### config.mk
export PLATFORM = sky130hd
export DESIGN_NAME = sbus_ctrl_reg
export DESIGN_NICKNAME = d
export VERILOG_FILES = /design/src/rtl/sbus_ctrl_pkg.sv /design/src/rtl/sbus_ctrl_ctl.sv /design/src/rtl/sbus_ctrl_dp.sv /design/src/rtl/sbus_ctrl_reg.sv
export SDC_FILE = /design/constraint.sdc
export NUM_CORES = 1
export LEC_CHECK = 0
export BUFFER_PORTS_ARGS = -buffer_cell sky130_fd_sc_hd__buf_4
export CAP_MARGIN = 40
export CELL_PAD_IN_SITES_DETAIL_PLACEMENT = 1
export CELL_PAD_IN_SITES_GLOBAL_PLACEMENT = 1
export CORE_MARGIN = 8
export CORE_UTILIZATION = 23
export DETAILED_ROUTE_END_ITERATION = 8
export PLACE_DENSITY = 0.7
export SYNTH_ARGS = -nofsm -noshare
export SYNTH_HDL_FRONTEND = slang
export SYNTH_SLANG_ARGS = --single-unit
### constraint.sdc
create_clock -name clk -period 1 [get_ports clk]
set_input_delay 0.3 -clock clk [delete_from_list [all_inputs] [get_ports clk]]
set_output_delay 0.3 -clock clk [all_outputs]
set_load 0.01 [all_outputs]
### src/rtl/sbus_ctrl_pkg.sv
package sbus_ctrl_pkg;
  localparam int REG_W = 8;
  localparam int IDX_W = $clog2(REG_W);

  // Bit positions; software decodes these, so they are fixed.
  localparam int B_REL  = 0;
  localparam int B_CMD  = 1;
  localparam int B_RELD = 2;
  localparam int B_CMDD = 3;
  localparam int B_ACKT = 4;
  localparam int B_ACKE = 5;
  localparam int B_ACKD = 6;
  localparam int B_BSYE = 7;

  typedef struct packed {
    logic bsyeWe;
    logic bsyeVal;
    logic ackeWe;
    logic ackeVal;
    logic relTrig;
    logic cmdTrig;
    logic ackReq;
  } ctlStrobe_t;
endpackage

### src/rtl/sbus_ctrl_ctl.sv
module sbus_ctrl_ctl import sbus_ctrl_pkg::*; (
  input  logic             chanEn,
  input  logic             wrByte,
  input  logic [REG_W-1:0] wrData,
  input  logic             bitWr,
  input  logic [IDX_W-1:0] bitIdx,
  input  logic             bitVal,
  output ctlStrobe_t       strb
);
  logic [REG_W-1:0] wrMask;
  logic [REG_W-1:0] wrVal;

  // Byte write takes precedence over single-bit write
  always_comb begin
    wrMask = '0;
    wrVal  = '0;
    if (wrByte) begin
      wrMask = '1;
      wrVal  = wrData;
    end else if (bitWr) begin
      wrMask[bitIdx] = 1'b1;
      wrVal[bitIdx]  = bitVal;
    end
  end

  // Trigger bits only act on a written 1 with the channel enabled
  always_comb begin
    strb.bsyeWe  = wrMask[B_BSYE];
    strb.bsyeVal = wrVal[B_BSYE];
    strb.ackeWe  = wrMask[B_ACKE];
    strb.ackeVal = wrVal[B_ACKE];
    strb.relTrig = chanEn & wrMask[B_REL]  & wrVal[B_REL];
    strb.cmdTrig = chanEn & wrMask[B_CMD]  & wrVal[B_CMD];
    strb.ackReq  = chanEn & wrMask[B_ACKT] & wrVal[B_ACKT];
  end
endmodule

### src/rtl/sbus_ctrl_dp.sv
module sbus_ctrl_dp import sbus_ctrl_pkg::*; #(
  parameter logic RESET_SO = 1'b1
) (
  input  logic             clk,
  input  logic             rstN,
  input  logic             chanEn,
  input  ctlStrobe_t       strb,
  input  logic             xferStart,
  input  logic             relSeen,
  input  logic             cmdSeen,
  input  logic             addrMiss,
  input  logic             sclkFall,
  input  logic             ackDet,
  output logic [REG_W-1:0] rdData,
  output logic             soLatch,
  output logic             ackLineN
);
  logic bsye, acke, reld, cmdd, soQ, ackPend, ackAct;
  logic relClr, cmdClr;

  assign relClr = xferStart | addrMiss | ~chanEn;
  assign cmdClr = xferStart | relSeen  | ~chanEn;

  always_ff @(posedge clk or negedge rstN) begin
    if (!rstN) begin
      bsye    <= 1'b0;
      acke    <= 1'b0;
      reld    <= 1'b0;
      cmdd    <= 1'b0;
      soQ     <= RESET_SO;
      ackPend <= 1'b0;
      ackAct  <= 1'b0;
    end else begin
      if (strb.bsyeWe) bsye <= strb.bsyeVal;
      if (strb.ackeWe) acke <= strb.ackeVal;
      // Command trigger beats release trigger
      if (strb.cmdTrig)      soQ <= 1'b0;
      else if (strb.relTrig) soQ <= 1'b1;
      // Clear wins over set
      if (relClr)       reld <= 1'b0;
      else if (relSeen) reld <= 1'b1;
      if (cmdClr)       cmdd <= 1'b0;
      else if (cmdSeen) cmdd <= 1'b1;
      // Acknowledge: queued request moves to the line on a falling edge
      if (!chanEn)       ackAct <= 1'b0;
      else if (sclkFall) ackAct <= ackPend;
      if (!chanEn || xferStart) ackPend <= 1'b0;
      else if (strb.ackReq)     ackPend <= 1'b1;
      else if (sclkFall)        ackPend <= 1'b0;
    end
  end

  always_comb begin
    rdData         = '0;
    rdData[B_BSYE] = bsye;
    rdData[B_ACKD] = ackDet;
    rdData[B_ACKE] = acke;
    rdData[B_CMDD] = cmdd;
    rdData[B_RELD] = reld;
  end

  assign soLatch  = soQ;
  assign ackLineN = ~ackAct;
endmodule

### src/rtl/sbus_ctrl_reg.sv
module sbus_ctrl_reg import sbus_ctrl_pkg::*; #(
  parameter logic RESET_SO = 1'b1
) (
  input  logic             clk,
  input  logic             rstN,
  input  logic             chanEn,
  input  logic             wrByte,
  input  logic [REG_W-1:0] wrData,
  input  logic             bitWr,
  input  logic [IDX_W-1:0] bitIdx,
  input  logic             bitVal,
  input  logic             xferStart,
  input  logic             relSeen,
  input  logic             cmdSeen,
  input  logic             addrMiss,
  input  logic             sclkFall,
  input  logic             ackDet,
  output logic [REG_W-1:0] rdData,
  output logic             soLatch,
  output logic             ackLineN
);
  ctlStrobe_t strb;

  sbus_ctrl_ctl u_ctl (
    .chanEn (chanEn),
    .wrByte (wrByte),
    .wrData (wrData),
    .bitWr  (bitWr),
    .bitIdx (bitIdx),
    .bitVal (bitVal),
    .strb   (strb)
  );

  sbus_ctrl_dp #(.RESET_SO(RESET_SO)) u_dp (
    .clk       (clk),
    .rstN      (rstN),
    .chanEn    (chanEn),
    .strb      (strb),
    .xferStart (xferStart),
    .relSeen   (relSeen),
    .cmdSeen   (cmdSeen),
    .addrMiss  (addrMiss),
    .sclkFall  (sclkFall),
    .ackDet    (ackDet),
    .rdData    (rdData),
    .soLatch   (soLatch),
    .ackLineN  (ackLineN)
  );
endmodule

Word level (Yosys, flattened, before mapping)
Cells that the tools add are included.

Bits in registers: 7. Input bits: 23. Output and inout port bits: 10. Logic and storage cells: 47.

Magnitude comparators: 2. Equal/unequal tests: 1. Multiplexer cells: 17. Bitwise logic cells: 13. Reduce and logical (&&, ||, !) cells: 7.

Operators by type and width (number): $mux 8 (4); $mux 1 (12); $and 8x8->8 (1); $and 1x1->1 (6); $reduce_bool 2->1 (3); $lt 3x4->1 const B (1); $or 1x1->1 (4); $demux 1 s3 (1); $ge 3x1->1 const B (1); $reduce_bool 3->1 (1); $ne 2x1->1 const B (1); $not 1->1 (2); $logic_and 1x1->1 (1); $logic_not 1->1 (1); $logic_or 1x1->1 (1).

Depth between registers and ports, before layout
Gate-level depths: netlist of the first run.

Depth after elaboration: 10. Depth in mapped cells: 3. Depth with buffers taken out: 3.

By module
Synthesis of the first run repeated with hierarchy kept, for this count alone.

Cells, all modules: 51. Area total of the unflattened synthesis: 491.7 µm².

By module, submodules not included: sbus_ctrl_dp (times used 1, cells an instance 31, area an instance 354.1 µm², seq. area each 176.4 µm²); sbus_ctrl_ctl (times used 1, cells an instance 20, area an instance 137.6 µm², seq. area each 0.0 µm²).

Worst setup path before layout of the first run
Ideal clock, no wire load.

Path kind: input to register. Start: input bitIdx[1]. End: register u_dp.acke. Setup time: 125 ps. Data arrival time: 1004 ps. Setup slack: -129 ps. Stages: 3. Buffers on the path: 0. Cells stage by stage: nand4b_1 mux2_1 mux2_2.

Word-level cells in the longest chain between the ends: 7. Elaborated cells on any way between the ends: 10. Those cells by class: order compare (2); mux (6); bitwise (1); reduce/logical (1).

RTL lines: from (decl) (RTL line sbus_ctrl_reg.sv:10) `input logic [IDX_W-1:0] bitIdx,`; $lt 3x4->1 (not written as such) or $ge 3x1->1 (tied branches) (RTL line sbus_ctrl_ctl.sv:21, sbus_ctrl_ctl.sv:22); $logic_and 1x1->1 (not written as such) (RTL line sbus_ctrl_ctl.sv:21, sbus_ctrl_ctl.sv:22); $mux 1 (not written as such) (RTL line sbus_ctrl_ctl.sv:21, sbus_ctrl_ctl.sv:22); $demux 1 s3 *; $and 8x8->8 (no source line); $mux 8 (RTL line sbus_ctrl_ctl.sv:20) `end else if (bitWr) begin`; $mux 8 (RTL line sbus_ctrl_ctl.sv:17) `if (wrByte) begin`; to (signal assigned) (RTL line sbus_ctrl_dp.sv:35) `if (strb.ackeWe) acke <= strb.ackeVal;`; to (decl) (RTL line sbus_ctrl_dp.sv:18) `logic bsye, acke, reld, cmdd, soQ, ackPend, ackAct;`.

Every way passes the cells marked *; elsewhere a longest branch is shown, timed or not. A chain may end at the register's enable or synchronous reset.

Final worst setup path of the first run
Start: register u_dp.soQ (netlist: u_dp.soLatch). End: output soLatch.

RTL lines: from (decl) (RTL line sbus_ctrl_dp.sv:18); from (signal assigned) (RTL line sbus_ctrl_dp.sv:30) `soQ <= RESET_SO;`; from (signal assigned) (RTL line sbus_ctrl_dp.sv:37) `if (strb.cmdTrig) soQ <= 1'b0;`; from (signal assigned) (RTL line sbus_ctrl_dp.sv:38) `else if (strb.relTrig) soQ <= 1'b1;`; to (decl) (RTL line sbus_ctrl_reg.sv:19) `output logic soLatch,`.

No word-level cell between the ends.

==> results of run 1 <==
layer usage:
metal | GRT usage, % | up-vias | part of all wire (%)
met5 | 0 | - | 0
met4 | 8.19 | 0 | 2.0
met3 | 3.04 | 2 | 4.3
met2 | 15.9 | 10 | 58
met1 | 6.75 | 191 | 35
li1 | - | 196 | -
registers in the layout (all words and copies together), names as in the netlist:
| name | count |
|---|---|
| u_dp.ackAct | 1 |
| u_dp.reld | 1 |
| u_dp.ackPend | 1 |
| u_dp.bsye | 1 |
| u_dp.acke | 1 |
| u_dp.cmdd | 1 |
| u_dp.soLatch | 1 |
worst max path at each step:
stage / from / endpoint / slack [ns] / cells after the start
floorplan: bitIdx[1] / u_dp.acke / -0.13 / 3
global placement: bitIdx[1] / u_dp.acke / -0.26 / 4
detailed placement: bitIdx[1] / u_dp.acke / -0.28 / 4
CTS: u_dp.soLatch / soLatch / -0.20 / 1
global route: u_dp.soLatch / soLatch / -0.23 / 1
finish: u_dp.soLatch / soLatch / -0.19 / 1
where the power goes:
part           switching [mW]  leakage [nW]  internal, mW
Clock                   0.119        0.0150         0.153
Sequential             0.0137        0.0888         0.309
Combinational          0.0787         0.251         0.150
synthesized netlist by cell type (2+ instances only):
| master | n |
|---|---|
| and2b_1 | 2 |
| inv_1 | 2 |
| nor3_1 | 2 |
| buf_4 | 8 |
| mux2_2 | 3 |
| nor2_1 | 3 |
| dfrtp_1 | 6 |
cells by family (layout without fill, tap and decap cells):
kind of cell / after synthesis / after routing / synth area share [%]
AND/OR/NAND/NOR: 14 / 14 / 20.6
buffers and inverters: 10 / 39 / 16.1
flip-flops: 7 / 7 / 42.1
multiplexers: 5 / 5 / 13.1
AO/OA/AOI/OAI: 4 / 4 / 7.16
other: 1 / 3 / 0.895
cell usage in the layout (no fill, tap or decap), types with 2 or more instances in the layout:
cell type,synthesis,layout
clkbuf_4,0,3
buf_6,0,8
nor2_1,3,3
nor3_1,2,2
mux2_2,3,3
buf_4,8,24
dfrtp_1,6,6
conb_1,1,3
and2b_1,2,2
stage by stage:
stage / std cells / util (%) / hold slack [ns] / instance area (um^2)
after floorplan: 43 / - / 0.00441 / 427
final: 97 / 41.0 / 0.195 / 708
after CTS: 94 / 39.5 / 0.192 / 682
after detailed placement: 89 / 35.7 / 0.122 / 616
after global routing: 97 / 41.0 / 0.179 / 708
after global placement: 89 / 35.7 / 0.120 / 616
layout make-up:
type / count / area share, %
clock buffer: 4 / 3.71
sequential: 7 / 24.9
tap: 25 / 4.42
multi-input combinational: 26 / 26.3
inverter: 2 / 1.06
timing repair buffer: 33 / 39.6
timing repair:
action,CTS,global route
buffers inserted,0,3
gates resized for setup,8,2
hold buffers,1,0
endpoints found under the hold margin,6,0
setup endpoints to repair,7,8
==> impl_metrics.py, run 1 <==
metrics = {
    "run_status": {
        "status": "finished with violations",
        "violations": "negative setup slack",
    },
    "setup_path": {
        "critPathArrivalTime_ns": 0.89,
        "crit_chain": "buf_6",
        "cp_max_fo": 2,
        "rr_endpoint": "u_dp.acke",
        "critical_path.top_delay_family": "flip-flops",
        "reg2reg_from": "u_dp.acke",
        "startpoint_type": "flip-flop",
        "critPathRequiredTime_ns": 0.70,
        "r2r_slack_ns": -0.13,
        "crit_buf_inv": 1,
        "reg2regPathDepth": 3,
        "crit_path_top_delay_cell": "dfstp_2",
        "crit_type": "reg -> out",
        "endpoint_kind": "output port",
        "slowest_delay_ns": 0.54,
    },
    "logic_synthesis": {
        "ys.flop_type": "dfrtp_1",
        "yosysTopAreaCell": "dfrtp_1",
        "yosysWarnings": 0,
        "yosysSeqAreaShare_pct": 42.1,
        "postSynthCellCount": 41,
        "avgSynthCellArea_um2": 10.2,
        "netlist_area_um2": 419,
        "synth-seq-cells": 7,
        "netlist_top_cells_area": "dfrtp_1 36%, buf_4 14%, mux2_2 8.1%",
        "synth_top_area_share_pct": 35.8,
        "synth_edf_count": 0,
        "synth_cell_type_count": 22,
        "async_flop_share_pct": 100,
    },
    "power": {
        "power_density_nw_per_um2": 1160,
        "fin_total_pwr_mw": 0.823,
        "irDropWorstVdd_mv": 0.593,
        "leakage_nw": 0.355,
    },
    "floorplanning": {
        "start_util_pct": 24.3,
        "dieHeight_um": 58.7,
        "die_area_um2": 3440,
        "rows": 15,
        "num_io_pins": 33,
        "die_w_um": 58.7,
        "coreArea_um2": 1730,
    },
    "cts": {
        "clkTransAtPathRegs_ns": 0.06,
        "cts_buffers": 3,
        "max-clock-path-buffers": 2,
        "worstSkewPairLatency_ns": 0.25,
        "h-tree-depth": 1,
        "cts_tree": "yes",
        "cts.sink_count": 7,
        "root_buffer": "clkbuf_4",
    },
    "detailed_routing": {
        "vias": 399,
        "antenna_left": 0,
        "first_pass_iters": 4,
        "wl_per_cell_um": 14.0,
        "route.detailed.drc": 0,
        "totalWireLength_mm": 1.36,
        "via_per_inst": 4.11,
        "drt_iter0_markers": 4,
    },
    "grt": {
        "grt_pass1_wl_mm": 2.12,
        "antenna_found_initial": 0,
        "overflow": 0,
        "grt_max_degree": 8,
        "grtUsageTotal_pct": 8.60,
        "grt_pass1_vias": 478,
    },
    "timing": {
        "period_share_pct": 119,
        "setup_viol": 8,
        "final.setup.tns_ns": -0.902,
        "rsz0062_at_grt": "true",
        "maxSlewViolCount": 0,
        "period_minus_slack_ns": 1.19,
        "hold_violations": 0,
        "layout_setup_ws_ns": -0.192,
        "fmax_mhz": 839,
        "finClkSkew_ns": 0.00201,
    },
    "place": {
        "place_congestion": 0.696,
        "pre_cts_ws_ns": -0.284,
        "portBuffers": 24,
        "hpwl_mm": 1.08,
    },
    "worst_hold_path": {
        "hold_path_class": "in -> reg",
        "holdPathEnd": "u_dp.reld",
        "worstHoldStart": "addrMiss",
        "whs_path_depth": 2,
    },
    "final_layout": {
        "diodes": 0,
        "fillers": 207,
        "layout-drive-gt1-share_pct": 59.7,
        "areaGrowthSynthToFinish_pct": 69.0,
        "multiInputGateArea_um2": 186,
        "seqCellArea_um2": 176,
        "nets": 96,
    },
    "flow_run": {
        "max_cap_violations": 0,
    },
}
(Power assumes the default switching activity.)
==> inputs of run 2 (changes only) <==
- ABC_AREA: unset -> 1
- CORE_UTILIZATION: 23 -> 22
- PLACE_DENSITY: 0.7 -> 0.69
==> run 2 against run 1 <==
The flow still finishes with violations (negative setup slack). Sequential power barely moved. Synthesized cell count rose by 44%. Count of clock-buffer cells in the layout did not move. Combinational power fell by 7%. Utilization fell by 4.9 points. Critical path depth did not move. Via count rose by 14%. Wire length fell by 4.2%. Non-clock buffer count fell by 3. Clock skew fell by 0.0018 ns. Setup slack improved by 0.0072 ns. Global-route usage fell by 1.2 points. Critical endpoint unchanged. Largest power group unchanged.
==> impl_metrics.py, run 2 <==
metrics = {
    "run_status": {
        "status": "finished with violations",
        "violations": "negative setup slack",
    },
    "logic_synthesis": {
        "yosysTopAreaCell": "dfrtp_1",
        "synth_edf_count": 0,
        "netlist_area_um2": 444,
        "postSynthCellCount": 59,
        "synth_top_area_share_pct": 33.8,
        "yosysMostFrequentCell": "nand2_1",
        "ys.flop_type": "dfrtp_1",
        "synth_cell_type_count": 17,
        "netlist_top_cells_area": "dfrtp_1 34%, buf_4 14%, nand2_1 10%",
        "yosysSeqAreaShare_pct": 39.7,
        "synth-seq-cells": 7,
        "async_flop_share_pct": 100,
        "yosysWarnings": 0,
        "netlist_top_cells_count": "12 x nand2_1, 9 x inv_1, 8 x buf_4, 6 x dfrtp_1, 6 x nor2_1",
        "avgSynthCellArea_um2": 7.53,
    },
    "floorplanning": {
        "dieHeight_um": 60.9,
        "start_util_pct": 22.9,
        "rows": 16,
        "die_w_um": 60.9,
        "num_io_pins": 33,
        "coreArea_um2": 1940,
        "die_area_um2": 3710,
    },
    "timing": {
        "fmax_mhz": 844,
        "rsz0062_at_grt": "true",
        "final.setup.tns_ns": -0.480,
        "layout_setup_ws_ns": -0.185,
        "setup_viol": 6,
        "holdWs_ns": 0.207,
        "period_minus_slack_ns": 1.18,
        "period_share_pct": 118,
        "maxSlewViolCount": 0,
        "hold_violations": 0,
        "finClkSkew_ns": 0.000223,
    },
    "cts": {
        "root_buffer": "clkbuf_4",
        "h-tree-depth": 1,
        "cts_buffers": 3,
        "max-clock-path-buffers": 2,
        "cts_tree": "yes",
        "cts.sink_count": 7,
        "clkTransAtPathRegs_ns": 0.05,
        "worstSkewPairLatency_ns": 0.24,
    },
    "final_layout": {
        "diodes": 0,
        "layout-drive-gt1-share_pct": 42.5,
        "design_area_um2": 702,
        "mostFrequentLayoutCells": "23 x buf_4, 12 x nand2_1, 8 x inv_1",
        "fillers": 258,
        "final_common_cell": "buf_4",
        "areaGrowthSynthToFinish_pct": 58.0,
        "final_cells": 114,
        "fin_util_pct": 36.1,
        "nets": 111,
    },
    "setup_path": {
        "endpoint_kind": "output port",
        "slowest_delay_ns": 0.54,
        "critPathRequiredTime_ns": 0.70,
        "crit_buf_inv": 1,
        "r2r_slack_ns": 0.09,
        "critPathArrivalTime_ns": 0.88,
        "critical_path.top_delay_family": "flip-flops",
        "reg2regPathDepth": 4,
        "reg2reg_from": "u_dp.bsye",
        "crit_path_top_delay_cell": "dfstp_2",
        "rr_endpoint": "u_dp.bsye",
        "cp_max_fo": 2,
        "startpoint_type": "flip-flop",
        "crit_type": "reg -> out",
        "crit_chain": "buf_6",
    },
    "power": {
        "leakage_nw": 0.368,
        "power_density_nw_per_um2": 1120,
        "irDropWorstVdd_mv": 0.453,
        "fin_total_pwr_mw": 0.788,
    },
    "detailed_routing": {
        "totalWireLength_mm": 1.30,
        "wl_per_cell_um": 11.4,
        "drt_iter0_markers": 4,
        "dr_wl_met3_um": 126,
        "topRoutingLayerUsed": "met4",
        "met2_length_um": 692,
        "met1_length_um": 455,
        "first_pass_iters": 2,
        "route.detailed.drc": 0,
        "vias": 454,
        "antenna_left": 0,
        "via_per_inst": 3.98,
    },
    "worst_hold_path": {
        "holdPathEnd": "u_dp.cmdd",
        "hold_path_class": "in -> reg",
        "whs_path_depth": 2,
        "worstHoldStart": "relSeen",
    },
    "place": {
        "place_inst": 104,
        "place_area_um2": 606,
        "hpwl_mm": 1.08,
        "pre_cts_ws_ns": -0.00557,
        "place_congestion": 0.690,
        "portBuffers": 24,
    },
    "grt": {
        "overflow": 0,
        "grt_pass1_vias": 486,
        "grtUsageTotal_pct": 7.42,
        "grt_max_degree": 8,
        "antenna_found_initial": 0,
        "grt_pass1_wl_mm": 2.01,
    },
    "flow_run": {
        "max_cap_violations": 0,
    },
}
run 2: cell types whose count changed in the layout (fill, tap and decap cells not counted), moves of 2 or more:
| cell | before | now |
|---|---|---|
| o21ai_0 | 0 | 3 |
| o211ai_1 | 0 | 2 |
| inv_1 | 1 | 8 |
| and2b_1 | 2 | 0 |
| buf_6 | 8 | 6 |
| nand2_1 | 1 | 12 |
| mux2_2 | 3 | 0 |
| nand3_1 | 0 | 2 |
| a21oi_1 | 1 | 3 |
| nor2_1 | 3 | 6 |
run 2: cells by family after synthesis:
group / synth area share [%]
other: 0.844
and+or+nand+nor: 24.8
AOI/OAI and AO/OA: 13.5
DFF: 39.7
buffers and inverters: 21.1
run 2: worst max-delay path by stage:
stage / to / slack [ns] / start / cells past startpoint
after floorplan: soLatch / 0.17 / u_dp.soLatch / 0
after global placement: u_dp.soLatch / 0.03 / wrByte / 6
after detailed placement: u_dp.soLatch / -0.006 / wrByte / 5
after CTS: soLatch / -0.20 / u_dp.soLatch / 1
after global routing: soLatch / -0.23 / u_dp.soLatch / 1
final: soLatch / -0.18 / u_dp.soLatch / 1
run 2: cell type report:
cell class	instances	area, um^2	share of cell area, %
repair buffers	30	250	35.7
multi-input cells	37	181	25.8
flip-flops and latches	7	176	25.1
inverters	9	33.8	4.81
well taps	27	33.8	4.81
clock buffers	4	26.3	3.74
run 2: power by group:
group	leakage (nW)	switching [mW]	internal, mW
Clock	0.0150	0.101	0.152
Sequential	0.0893	0.0143	0.309
Combinational	0.263	0.0879	0.124
run 2: routing by layer:
metal	vias up	GRT usage, %
li1	231	-
met1	206	8.16
met2	15	11.5
met3	2	2.33
met4	0	5.98
met5	-	0
run 2: worst reg2reg max path, stage by stage (launching register included):
cell and delay, ns:
dfrtp_1 0.39, buf_4 0.14, buf_4 0.12, nand2_1 0.06
o211ai_1 0.09
run 2: timing repair:
action | in CTS | in global routing
setup buffers | 3 | 2
gates resized for setup | 7 | 0
endpoints found under the setup margin | 6 | 6
hold buffers | 1 | 0
endpoints found under the hold margin | 6 | 0
==> inputs of run 3 (changes only) <==
- CELL_PAD_IN_SITES_DETAIL_PLACEMENT: 1 -> 0
==> run 3 against run 2 <==
The flow still finishes with violations (negative setup slack). Flip-flop and latch count did not move. Critical endpoint unchanged. Largest cell class unchanged. Global-route usage rose by 0.083 points. Utilization shrank 0.39 points. Critical path depth stayed put. Wire length fell by 8.5%.
==> impl_metrics.py, run 3 (same netlist as run 2, synthesis figures left out) <==
metrics = {
    "floorplanning": {
        "num_io_pins": 33,
        "start_util_pct": 22.9,
        "rows": 16,
        "die_area_um2": 3710,
        "dieHeight_um": 60.9,
        "die_w_um": 60.9,
        "coreArea_um2": 1940,
    },
    "place": {
        "portBuffers": 24,
        "place_congestion": 0.690,
        "pre_cts_ws_ns": 0.0239,
        "hpwl_um": 979,
        "place_area_um2": 606,
    },
    "setup_path": {
        "startpoint_type": "flip-flop",
        "cp_max_fo": 2,
        "crit_path_top_delay_cell": "dfstp_2",
        "critPathArrivalTime_ns": 0.88,
        "crit_buf_inv": 1,
        "crit_type": "reg -> out",
        "critical_path.top_delay_family": "flip-flops",
        "critPathRequiredTime_ns": 0.70,
        "slowest_delay_ns": 0.54,
        "crit_chain": "buf_6",
        "endpoint_kind": "output port",
    },
    "cts": {
        "root_buffer": "clkbuf_4",
        "h-tree-depth": 1,
        "max-clock-path-buffers": 2,
        "cts_buffers": 3,
        "cts_tree": "yes",
        "worstSkewPairLatency_ns": 0.25,
        "cts.sink_count": 7,
        "clkTransAtPathRegs_ns": 0.05,
    },
    "grt": {
        "grt_pass1_wl_mm": 2.05,
        "antenna_found_initial": 0,
        "grt_max_degree": 8,
        "overflow": 0,
        "grt_pass1_vias": 482,
        "grtUsageTotal_pct": 7.50,
    },
    "final_layout": {
        "nets": 109,
        "mostFrequentLayoutCells": "20 x buf_4, 12 x nand2_1, 8 x inv_1",
        "final_common_cell": "buf_4",
        "fillers": 219,
        "areaGrowthSynthToFinish_pct": 56.3,
        "layout-drive-gt1-share_pct": 42.4,
        "fin_util_pct": 35.8,
        "diodes": 0,
        "design_area_um2": 694,
    },
    "detailed_routing": {
        "via_per_inst": 3.91,
        "drt_iter0_markers": 10,
        "antenna_left": 0,
        "route.detailed.drc": 0,
        "wl_per_cell_um": 10.6,
        "vias": 438,
        "totalWireLength_mm": 1.19,
        "first_pass_iters": 4,
    },
    "worst_hold_path": {
        "hold_path_class": "in -> reg",
    },
    "power": {
        "leakage_nw": 0.359,
        "power_density_nw_per_um2": 1120,
        "irDropWorstVdd_mv": 0.536,
    },
    "timing": {
        "maxSlewViolCount": 0,
        "hold_violations": 0,
        "period_minus_slack_ns": 1.18,
        "fmax_mhz": 847,
        "final.setup.tns_ns": -0.489,
        "finClkSkew_ns": 0.0000686,
        "period_share_pct": 118,
        "layout_setup_ws_ns": -0.181,
        "setup_viol": 6,
        "rsz0062_at_grt": "true",
    },
    "flow_run": {
        "max_cap_violations": 0,
    },
    "run_status": {
        "status": "finished with violations",
        "violations": "negative setup slack",
    },
}
run 3: changes by cell type in the layout (fill, tap and decap cells not counted):
cell / change
a21oi_2: +1
buf_4: -3
a21oi_1: -1
buf_6: +1
run 3: metal layers:
metal  track usage [%]  vias up  routed length, um
li1                  -      227                  -
met1              7.91      192                450
met2              11.6       17                588
met3              4.87        2                131
met4              2.99        0                 19
met5                 0        -                  0
run 3: repair_timing:
action	CTS	global route
pin swaps	1	1
hold buffers	1	0
gates resized for setup	9	0
setup endpoints to repair	6	7
hold endpoints to repair	6	0
buffers inserted	4	0
run 3: layout make-up:
class                      count  area, um^2  share of cell area [%]
clock buffer                   4        26.3                    3.78
inverter                       9        33.8                    4.86
tap                           27        33.8                    4.86
timing repair buffer          28         239                    34.4
sequential                     7         176                    25.4
multi-input combinational     37         185                    26.7
run 3: worst paths after layout:
path | start | end | slack, ns | cells after the start
max reg2reg | u_dp.ackAct | u_dp.ackAct | 0.10 | 5
min reg2reg | u_dp.soLatch | u_dp.soLatch | 0.48 | 2
max in group asynchronous | rstN | u_dp.soLatch | 0.39 | 2
min in group asynchronous | rstN | u_dp.acke | 0.40 | 2
min | relSeen | u_dp.cmdd | 0.21 | 2
max | u_dp.soLatch | soLatch | -0.18 | 1
run 3: power by group:
group	internal, mW	switching [mW]
clock network	0.152	0.101
registers	0.309	0.0137
logic	0.115	0.0841
run 3: metrics by stage:
stage / total power [mW] / instances / hold WS (ns)
after floorplan: 0.415 / 61 / 0.00441
after global placement: 0.495 / 104 / 0.118
after detailed placement: 0.498 / 104 / 0.118
after CTS: 0.801 / 113 / 0.195
after global routing: 0.848 / 112 / 0.190
final: 0.775 / 112 / 0.207
